## src/rtl/periph_timer_pkg.sv

```systemverilog
package periph_timer_pkg;
  localparam int DATA_W   = 8;
  localparam int CNT_W    = 2 * DATA_W;
  localparam int NUM_REGS = 16;
  localparam int IDX_W    = $clog2(NUM_REGS);
  localparam int FLAG_W   = DATA_W - 1;
  localparam int T1_FLAG  = 6;

  localparam logic [IDX_W-1:0] IX_T1_LO   = 4'd4;
  localparam logic [IDX_W-1:0] IX_T1_HI   = 4'd5;
  localparam logic [IDX_W-1:0] IX_LAT_LO  = 4'd6;
  localparam logic [IDX_W-1:0] IX_LAT_HI  = 4'd7;
  localparam logic [IDX_W-1:0] IX_T2_LO   = 4'd8;
  localparam logic [IDX_W-1:0] IX_T2_HI   = 4'd9;
  localparam logic [IDX_W-1:0] IX_AUX     = 4'd11;
  localparam logic [IDX_W-1:0] IX_FLAGS   = 4'd13;
  localparam logic [IDX_W-1:0] IX_ENABLE  = 4'd14;

  // indices kept as plain storage bytes
  localparam logic [NUM_REGS-1:0] STORE_MASK = 16'h940F;

  localparam logic [1:0] AUX_T1_CONT = 2'b01;
endpackage

```

## src/rtl/periph_down_counter.sv

```systemverilog
module periph_down_counter #(
  parameter int DATA_W = 8,
  parameter int CNT_W  = 16
) (
  input  logic              clk_i,
  input  logic              rst_ni,
  input  logic              tick_i,
  input  logic              wr_lo_i,
  input  logic              wr_hi_i,
  input  logic [DATA_W-1:0] wdata_i,
  input  logic [CNT_W-1:0]  reload_i,
  output logic [CNT_W-1:0]  count_o,
  output logic              underflow_o
);
  logic [CNT_W-1:0] cnt_q, merged;

  always_comb begin
    merged = cnt_q;
    if (wr_lo_i) merged[DATA_W-1:0]     = wdata_i;
    if (wr_hi_i) merged[CNT_W-1:DATA_W] = wdata_i[CNT_W-DATA_W-1:0];
  end

  always_ff @(posedge clk_i or negedge rst_ni) begin
    if (!rst_ni)                cnt_q <= '1;
    else if (wr_lo_i | wr_hi_i) cnt_q <= merged;
    else if (tick_i)            cnt_q <= (cnt_q == '0) ? reload_i : cnt_q - 1'b1;
  end

  assign underflow_o = tick_i & (cnt_q == '0) & ~(wr_lo_i | wr_hi_i);
  assign count_o     = cnt_q;
endmodule

```

## src/rtl/periph_irq_ctrl.sv

```systemverilog
module periph_irq_ctrl #(
  parameter int FLAG_W = 7
) (
  input  logic            clk_i,
  input  logic            rst_ni,
  input  logic [FLAG_W-1:0] set_i,
  input  logic [FLAG_W-1:0] clr_i,
  input  logic            en_wr_i,
  input  logic [FLAG_W:0] en_wdata_i,
  output logic [FLAG_W-1:0] flags_o,
  output logic [FLAG_W-1:0] enables_o,
  output logic            irq_o
);
  logic [FLAG_W-1:0] flag_q, en_q;

  // set beats clear in the same cycle
  always_ff @(posedge clk_i or negedge rst_ni) begin
    if (!rst_ni) flag_q <= '0;
    else         flag_q <= (flag_q & ~clr_i) | set_i;
  end

  always_ff @(posedge clk_i or negedge rst_ni) begin
    if (!rst_ni) en_q <= '0;
    else if (en_wr_i) begin
      if (en_wdata_i[FLAG_W]) en_q <= en_q | en_wdata_i[FLAG_W-1:0];
      else                    en_q <= en_q & ~en_wdata_i[FLAG_W-1:0];
    end
  end

  assign flags_o   = flag_q;
  assign enables_o = en_q;
  assign irq_o     = |(flag_q & en_q);
endmodule

```

## src/rtl/periph_timer_regs.sv

```systemverilog
module periph_timer_regs
  import periph_timer_pkg::*;
#(
  parameter int ADDR_W  = 13,
  parameter int IDX_LSB = 9
) (
  input  logic              clk_i,
  input  logic              rst_ni,
  input  logic              tick_i,
  input  logic [ADDR_W-1:0] addr_i,
  input  logic              wr_en_i,
  input  logic              rd_en_i,
  input  logic [DATA_W-1:0] wdata_i,
  output logic [DATA_W-1:0] rdata_o,
  output logic              irq_o
);
  logic [IDX_W-1:0]  idx_w;
  logic [DATA_W-1:0] store_rd [NUM_REGS];
  logic [DATA_W-1:0] acr_q;
  logic [CNT_W-1:0]  t1_latch_q, t1_count, t2_count;
  logic              t1_uf, t2_uf;
  logic [FLAG_W-1:0] flag_set, flag_clr, ifr, ier;
  logic              t1_cont;

  assign idx_w = addr_i[IDX_LSB +: IDX_W];

  for (genvar i = 0; i < NUM_REGS; i++) begin : g_store
    if (STORE_MASK[i]) begin : g_reg
      logic [DATA_W-1:0] q;
      always_ff @(posedge clk_i or negedge rst_ni) begin
        if (!rst_ni)                                  q <= '0;
        else if (wr_en_i && idx_w == IDX_W'(i))       q <= wdata_i;
      end
      assign store_rd[i] = q;
    end else begin : g_none
      assign store_rd[i] = '0;
    end
  end

  always_ff @(posedge clk_i or negedge rst_ni) begin
    if (!rst_ni) acr_q <= '0;
    else if (wr_en_i && idx_w == IX_AUX) acr_q <= wdata_i;
  end

  always_ff @(posedge clk_i or negedge rst_ni) begin
    if (!rst_ni) t1_latch_q <= '1;
    else if (wr_en_i && idx_w == IX_LAT_LO) t1_latch_q[DATA_W-1:0]     <= wdata_i;
    else if (wr_en_i && idx_w == IX_LAT_HI) t1_latch_q[CNT_W-1:DATA_W] <= wdata_i;
  end

  periph_down_counter #(.DATA_W(DATA_W), .CNT_W(CNT_W)) u_t1 (
    .clk_i, .rst_ni, .tick_i,
    .wr_lo_i    (wr_en_i && idx_w == IX_T1_LO),
    .wr_hi_i    (wr_en_i && idx_w == IX_T1_HI),
    .wdata_i,
    .reload_i   (t1_latch_q),
    .count_o    (t1_count),
    .underflow_o(t1_uf)
  );

  periph_down_counter #(.DATA_W(DATA_W), .CNT_W(CNT_W)) u_t2 (
    .clk_i, .rst_ni, .tick_i,
    .wr_lo_i    (wr_en_i && idx_w == IX_T2_LO),
    .wr_hi_i    (wr_en_i && idx_w == IX_T2_HI),
    .wdata_i,
    .reload_i   ('1),
    .count_o    (t2_count),
    .underflow_o(t2_uf)
  );

  assign t1_cont = (acr_q[DATA_W-1 -: 2] == AUX_T1_CONT);

  always_comb begin
    flag_set = '0;
    flag_set[T1_FLAG] = t1_uf & t1_cont;
    flag_clr = '0;
    if (wr_en_i && idx_w == IX_FLAGS) flag_clr = wdata_i[FLAG_W-1:0];
    if (rd_en_i && (idx_w == IX_T1_LO || idx_w == IX_T1_HI)) flag_clr[T1_FLAG] = 1'b1;
  end

  periph_irq_ctrl #(.FLAG_W(FLAG_W)) u_irq (
    .clk_i, .rst_ni,
    .set_i     (flag_set),
    .clr_i     (flag_clr),
    .en_wr_i   (wr_en_i && idx_w == IX_ENABLE),
    .en_wdata_i(wdata_i),
    .flags_o   (ifr),
    .enables_o (ier),
    .irq_o     (irq_o)
  );

  always_comb begin
    unique case (idx_w)
      IX_T1_LO:  rdata_o = t1_count[DATA_W-1:0];
      IX_T1_HI:  rdata_o = t1_count[CNT_W-1:DATA_W];
      IX_LAT_LO: rdata_o = t1_latch_q[DATA_W-1:0];
      IX_LAT_HI: rdata_o = t1_latch_q[CNT_W-1:DATA_W];
      IX_T2_LO:  rdata_o = t2_count[DATA_W-1:0];
      IX_T2_HI:  rdata_o = t2_count[CNT_W-1:DATA_W];
      IX_AUX:    rdata_o = acr_q;
      IX_FLAGS:  rdata_o = {irq_o, ifr};
      IX_ENABLE: rdata_o = {1'b0, ier};
      default:   rdata_o = store_rd[idx_w];
    endcase
  end

  // timer 2 underflow has no flag
  logic unused_t2;
  assign unused_t2 = t2_uf;
endmodule

```

## config.mk

```make
export PLATFORM = sky130hd
export DESIGN_NAME = periph_timer_regs
export DESIGN_NICKNAME = d
export VERILOG_FILES = /design/src/rtl/periph_timer_pkg.sv /design/src/rtl/periph_down_counter.sv /design/src/rtl/periph_irq_ctrl.sv /design/src/rtl/periph_timer_regs.sv
export SDC_FILE = /design/constraint.sdc
export NUM_CORES = 1
export LEC_CHECK = 0
export BUFFER_PORTS_ARGS = -buffer_cell sky130_fd_sc_hd__buf_4
export CAP_MARGIN = 25
export CORE_ASPECT_RATIO = 0.9
export CORE_UTILIZATION = 30
export DETAILED_ROUTE_END_ITERATION = 10
export GPL_TIMING_DRIVEN = 1
export HOLD_SLACK_MARGIN = 0.12
export PLACE_DENSITY_LB_ADDON = 0.3
export SLEW_MARGIN = 10
export SYNTH_ARGS = -nofsm -noshare
export SYNTH_HDL_FRONTEND = slang
export SYNTH_HIERARCHICAL = 1
export SYNTH_SLANG_ARGS = --single-unit
```

## constraint.sdc

```tcl
create_clock -name clk_i -period 6.36 [get_ports clk_i]
set_input_delay 0.954 -clock clk_i [delete_from_list [all_inputs] [get_ports clk_i]]
set_output_delay 0.954 -clock clk_i [all_outputs]
set_load 0.005 [all_outputs]
```

==> Word level (Yosys, flattened, before mapping) <==
Cells that the tools add are included.
{ "op_classes": {"mux": 17, "bitwise_logic": 15, "eq_ne": 20, "n_reduce_logical": 29, "n_lt_le_gt_ge": 1, "addsub": 2} }
{ "op_table": {"columns": ["cell", "n"], "rows": [
  ["2-to-1 mux 16 bit", 6],
  ["case mux 8 bit (9 select lines)", 1],
  ["2-to-1 mux 8 bit", 6],
  ["binary-select mux 8 bit (select 4 bit)", 1],
  ["== test 4 bit, second input constant", 8],
  ["logical NOT 16 bit", 2],
  ["subtractor 16 x 1 -> 16 bit, second input constant", 2],
  ["bitwise AND 7 bit", 3],
  ["logical AND 1 bit", 17],
  ["== test 4 x 3 -> 1 bit, second input constant", 4],
  ["2-to-1 mux 7 bit", 2],
  ["NOT 7 bit", 2],
  ["bitwise OR 7 bit", 2],
  ["AND reduction 2 bit", 5],
  ["== test 4 x 2 -> 1 bit, second input constant", 2],
  ["inequality test 2 x 1 -> 1 bit, second input constant", 4],
  ["OR reduction 7 bit", 1],
  [">= comparator 5 bit, second input constant", 1],
  ["NOT 4 -> 5 bit", 1],
  ["== test 4 x 1 -> 1 bit, second input constant", 1],
  ["logical NOT 4 bit", 1],
  ["nonzero test 2 bit", 2],
  ["bitwise AND 1 bit", 3],
  ["== test 2 x 1 -> 1 bit, second input constant", 1],
  ["other kinds (4)", 6]
]} }
{ "totals": {"word_cells": 100, "in_bits": 26, "out_inout_bits": 9, "ff_bits": 126} }

==> Depth between registers and ports, before layout <==
{ "depth": {"ltp_word": 7, "ltp_mapped": 10} }

==> Modules after synthesis <==
The synthesis kept the hierarchy.
{ "modules_own_cells": {"columns": ["mod", "seq_area_each_um2", "area_each_um2", "instances", "cells_each"], "rows": [
  ["periph_timer_regs", 2021.9, 4530.6, 1, 378],
  ["periph_down_counter", 420.4, 1427.6, 2, 159],
  ["periph_irq_ctrl", 350.3, 564.3, 1, 46]
]} }

==> Worst setup path after synthesis <==
Ideal clock, no wire load.
{ "synth_path": {"path_type": "input port to output port", "start": "input addr_i[9]", "end": "output rdata_o[5]", "t_required_ns": 5.406, "path_stages": 6, "n_path_buf": 2, "arrival_ns": 2.020, "slack_ns": 3.386, "path_cell_list": "buf_4 buf_6 or3b_2 o21ai_0 a221oi_1 a21oi_1"} }
{ "synth_via": {"elab_chain_len": 5, "elab_cells_between_ends": 14, "classes_between": "eq/ne: 9; mux: 4; bitwise: 1"} }
{ "synth_rtl": {"columns": ["element", "line", "rtl"], "rows": [
  ["start: declaration", "periph_timer_regs.sv:10", "input logic [ADDR_W-1:0] addr_i,"],
  ["NOT 4 -> 5 bit (not written as such)", "periph_timer_regs.sv:103", "default: rdata_o = store_rd[idx_w];"],
  ["binary-select mux 8 bit (select 4 bit)", "periph_timer_regs.sv:103", null],
  ["2-to-1 mux 8 bit (not written as such) (2 in a row)", "periph_timer_regs.sv:103", null],
  ["case mux 8 bit (9 select lines) (*)", "periph_timer_regs.sv:93", "unique case (idx_w)"],
  ["end: declaration", "periph_timer_regs.sv:14", "output logic [DATA_W-1:0] rdata_o,"]
]} }
Every way passes the cells marked *; elsewhere a longest branch is shown, timed or not. The select of a mux whose other input is x is not followed.

==> Worst setup path in the final report <==
{ "layout_path": {"start": "input addr_i[11]", "end": "output rdata_o[4]"} }
The elaborated chain is that of the path after synthesis.

==> impl_metrics.env <==
export IMPL_status="finished, final reports clean"
export IMPL_skew_ps=8.791
export IMPL_vias_per_cell=5.657
export IMPL_grtUsageTotal_pct=19.14
export IMPL_irDropWorstVdd_v=0.0001948
export IMPL_setup_tns_ps=0
export IMPL_p_leak_nw=3.435
export IMPL_antenna_left=0
export IMPL_numCtsBuffers=17
export IMPL_rr_startpoint="u_t1/count_o[4]"
export IMPL_clkLatencyLatePin_ps=430
export IMPL_io_pins=35
export IMPL_htree_levels=4
export IMPL_min_from="g_store[15].g_reg.q[5]"
export IMPL_syn_inst=741
export IMPL_slew_headroom_pct=27.84
export IMPL_critPathRequiredTime_ps=5410
export IMPL_grt_pass1_vias=6133
export IMPL_worstPathCellList="buf_4 > nor2b_1 > a221o_1 > o311ai_0 > a221oi_1 > buf_4"
export IMPL_gp_congestion=0.8296
export IMPL_multi_input_area_um2=4380
export IMPL_slowest_stage="nor2b_1"
export IMPL_wirelength_mm=25.16
export IMPL_path_common_cell="buf_4"
export IMPL_dp_slack_ps=2154
export IMPL_dieArea_um2=27130
export IMPL_dp_cells=1085
export IMPL_endpoint_kind="output pin"
export IMPL_yosysWarnings=6
export IMPL_clk_pin_slew_ps=60
export IMPL_path_max_fanout=40
export IMPL_slew_viol_final=0
export IMPL_diodes=0
export IMPL_rsz0062_at_grt="no"
export IMPL_drv_cap=0
export IMPL_r2r_end="u_t1/count_o[1]"
export IMPL_drt_pass1_iterations=5
export IMPL_avgRoutedWirePerCell_um=22.54
export IMPL_worstHoldPathType="flip-flop to flip-flop"
export IMPL_finalSetupViolCount=0
export IMPL_vias=6313
export IMPL_whs_ps=497.9
export IMPL_grt_max_degree=68
export IMPL_final_layout_size_suffix_gt1_share_pct=32.68
export IMPL_synth_area_um2=7943
export IMPL_cts_tree="yes"
export IMPL_rr_worst_depth=4
export IMPL_seqCellArea_um2=3213
export IMPL_timing_fmax_ghz=0.2266
export IMPL_slowest_delay_ps=810
export IMPL_cts_root_buf="clkbuf_16"
export IMPL_tightest_slew_ps=1069
export IMPL_cts_resized_gates=0
export IMPL_synth_area_per_cell_um2=10.72
export IMPL_path_class="primary input to output pin"
export IMPL_grt_pass1_wl_mm=39.13
export IMPL_period_needed_ps=4413
export IMPL_post_cts_buffers=0
export IMPL_setup_slack_ps=1947
export IMPL_worstHoldPathCells=1
export IMPL_drtIter0Drc=614
export IMPL_hold_viol=0
export IMPL_dp_hpwl_mm=16.29
export IMPL_ff2ff_setup_slack_ps=3500
export IMPL_fin_cells=1116
export IMPL_drc=0
export IMPL_crit_arrival_ps=3460
export IMPL_clock_path_buffers=2
export IMPL_period_share_pct=69.39
export IMPL_cts_hold_buf=0
export IMPL_rows=56
export IMPL_nFillCells=2668
export IMPL_antenna_found_initial=1
export IMPL_power_density_nw_per_um2=335.5
export IMPL_core_area_um2=26070
export IMPL_fp_dieH_um=156.4
export IMPL_initial_utilization_pct=30.47
export IMPL_nNetsFinal=786
export IMPL_overflow=0
export IMPL_die_x_um=173.5
export IMPL_area_growth_pct=12.41
export IMPL_critPathLaunchType="primary input"
export IMPL_io_buffers=25
export IMPL_cts_sinks=126
export IMPL_holdPathEnd="g_store[15].g_reg.q[5]"
worst max-delay path by stage:
stage	startpoint	end	slack (ps)	cells past startpoint
2_1_floorplan	addr_i[9]	rdata_o[5]	3390	6
3_3_place_gp	addr_i[11]	rdata_o[4]	2150	6
3_5_place_dp	addr_i[11]	rdata_o[4]	2150	6
4_1_cts	addr_i[11]	rdata_o[4]	2130	6
5_1_grt	addr_i[11]	rdata_o[1]	1880	6
6_report	addr_i[11]	rdata_o[4]	1950	6
metal layers:
layer	GRT usage, %	vias to the layer above	part of all wire [%]
met2	28.11	275	44
li1	-	2853	-
met3	4.373	36	7.9
met4	5.731	0	1.8
met1	27.68	3149	46
met5	0	-	0
flip-flops by register name, indices dropped and copies added, names as in the netlist, named ones only:
signal and count:
g_store.g_reg.q 56, t1_latch_q 16, u_t1/count_o 16, u_t2/count_o 16, acr_q 8, u_irq/flags_o 7
worst max-delay path: cells and delay by family:
family                 cells  cell delay [ps]
AOI/OAI and AO/OA          3             1130
and+or+nand+nor            1              810
buffers and inverters      2              540
cell type report:
| cell class | count | share of cell area, % |
|---|---|---|
| Multi-Input combinational cell | 555 | 49.06 |
| Sequential cell | 126 | 35.99 |
| Tap cell | 348 | 4.877 |
| Clock buffer | 17 | 4.765 |
| Timing Repair Buffer | 31 | 2.649 |
| Clock inverter | 14 | 1.612 |
| Inverter | 25 | 1.051 |
layout by cell type (no fill, tap or decap), types with 17 or more instances in the layout:
cell type and instances:
a22oi_1 26, a21oi_1 18, nand2_1 28, conb_1 22
mux2_2 74, dfrtp_1 78, inv_1 25, clkbuf_16 17
dfstp_2 48, nor2_1 33, o21ai_0 36, buf_4 30
nor3_1 18
where the power goes:
group / switching, mW / internal (mW)
logic: 0.352 / 0.356
registers: 0.256 / 1.06
clock network: 0.418 / 0.550
total: 1.03 / 1.97
metrics by stage:
step / utilization (%) / cell area (µm²) / power, mW
floorplan: - / 8018 / 1.794
global placement: 32.07 / 8359 / 2.007
detailed placement: 32.07 / 8359 / 2.022
CTS: 34.26 / 8929 / 3.001
global route: 34.26 / 8929 / 3.143
finish: 34.26 / 8929 / 2.996
(Power assumes the default switching activity.)
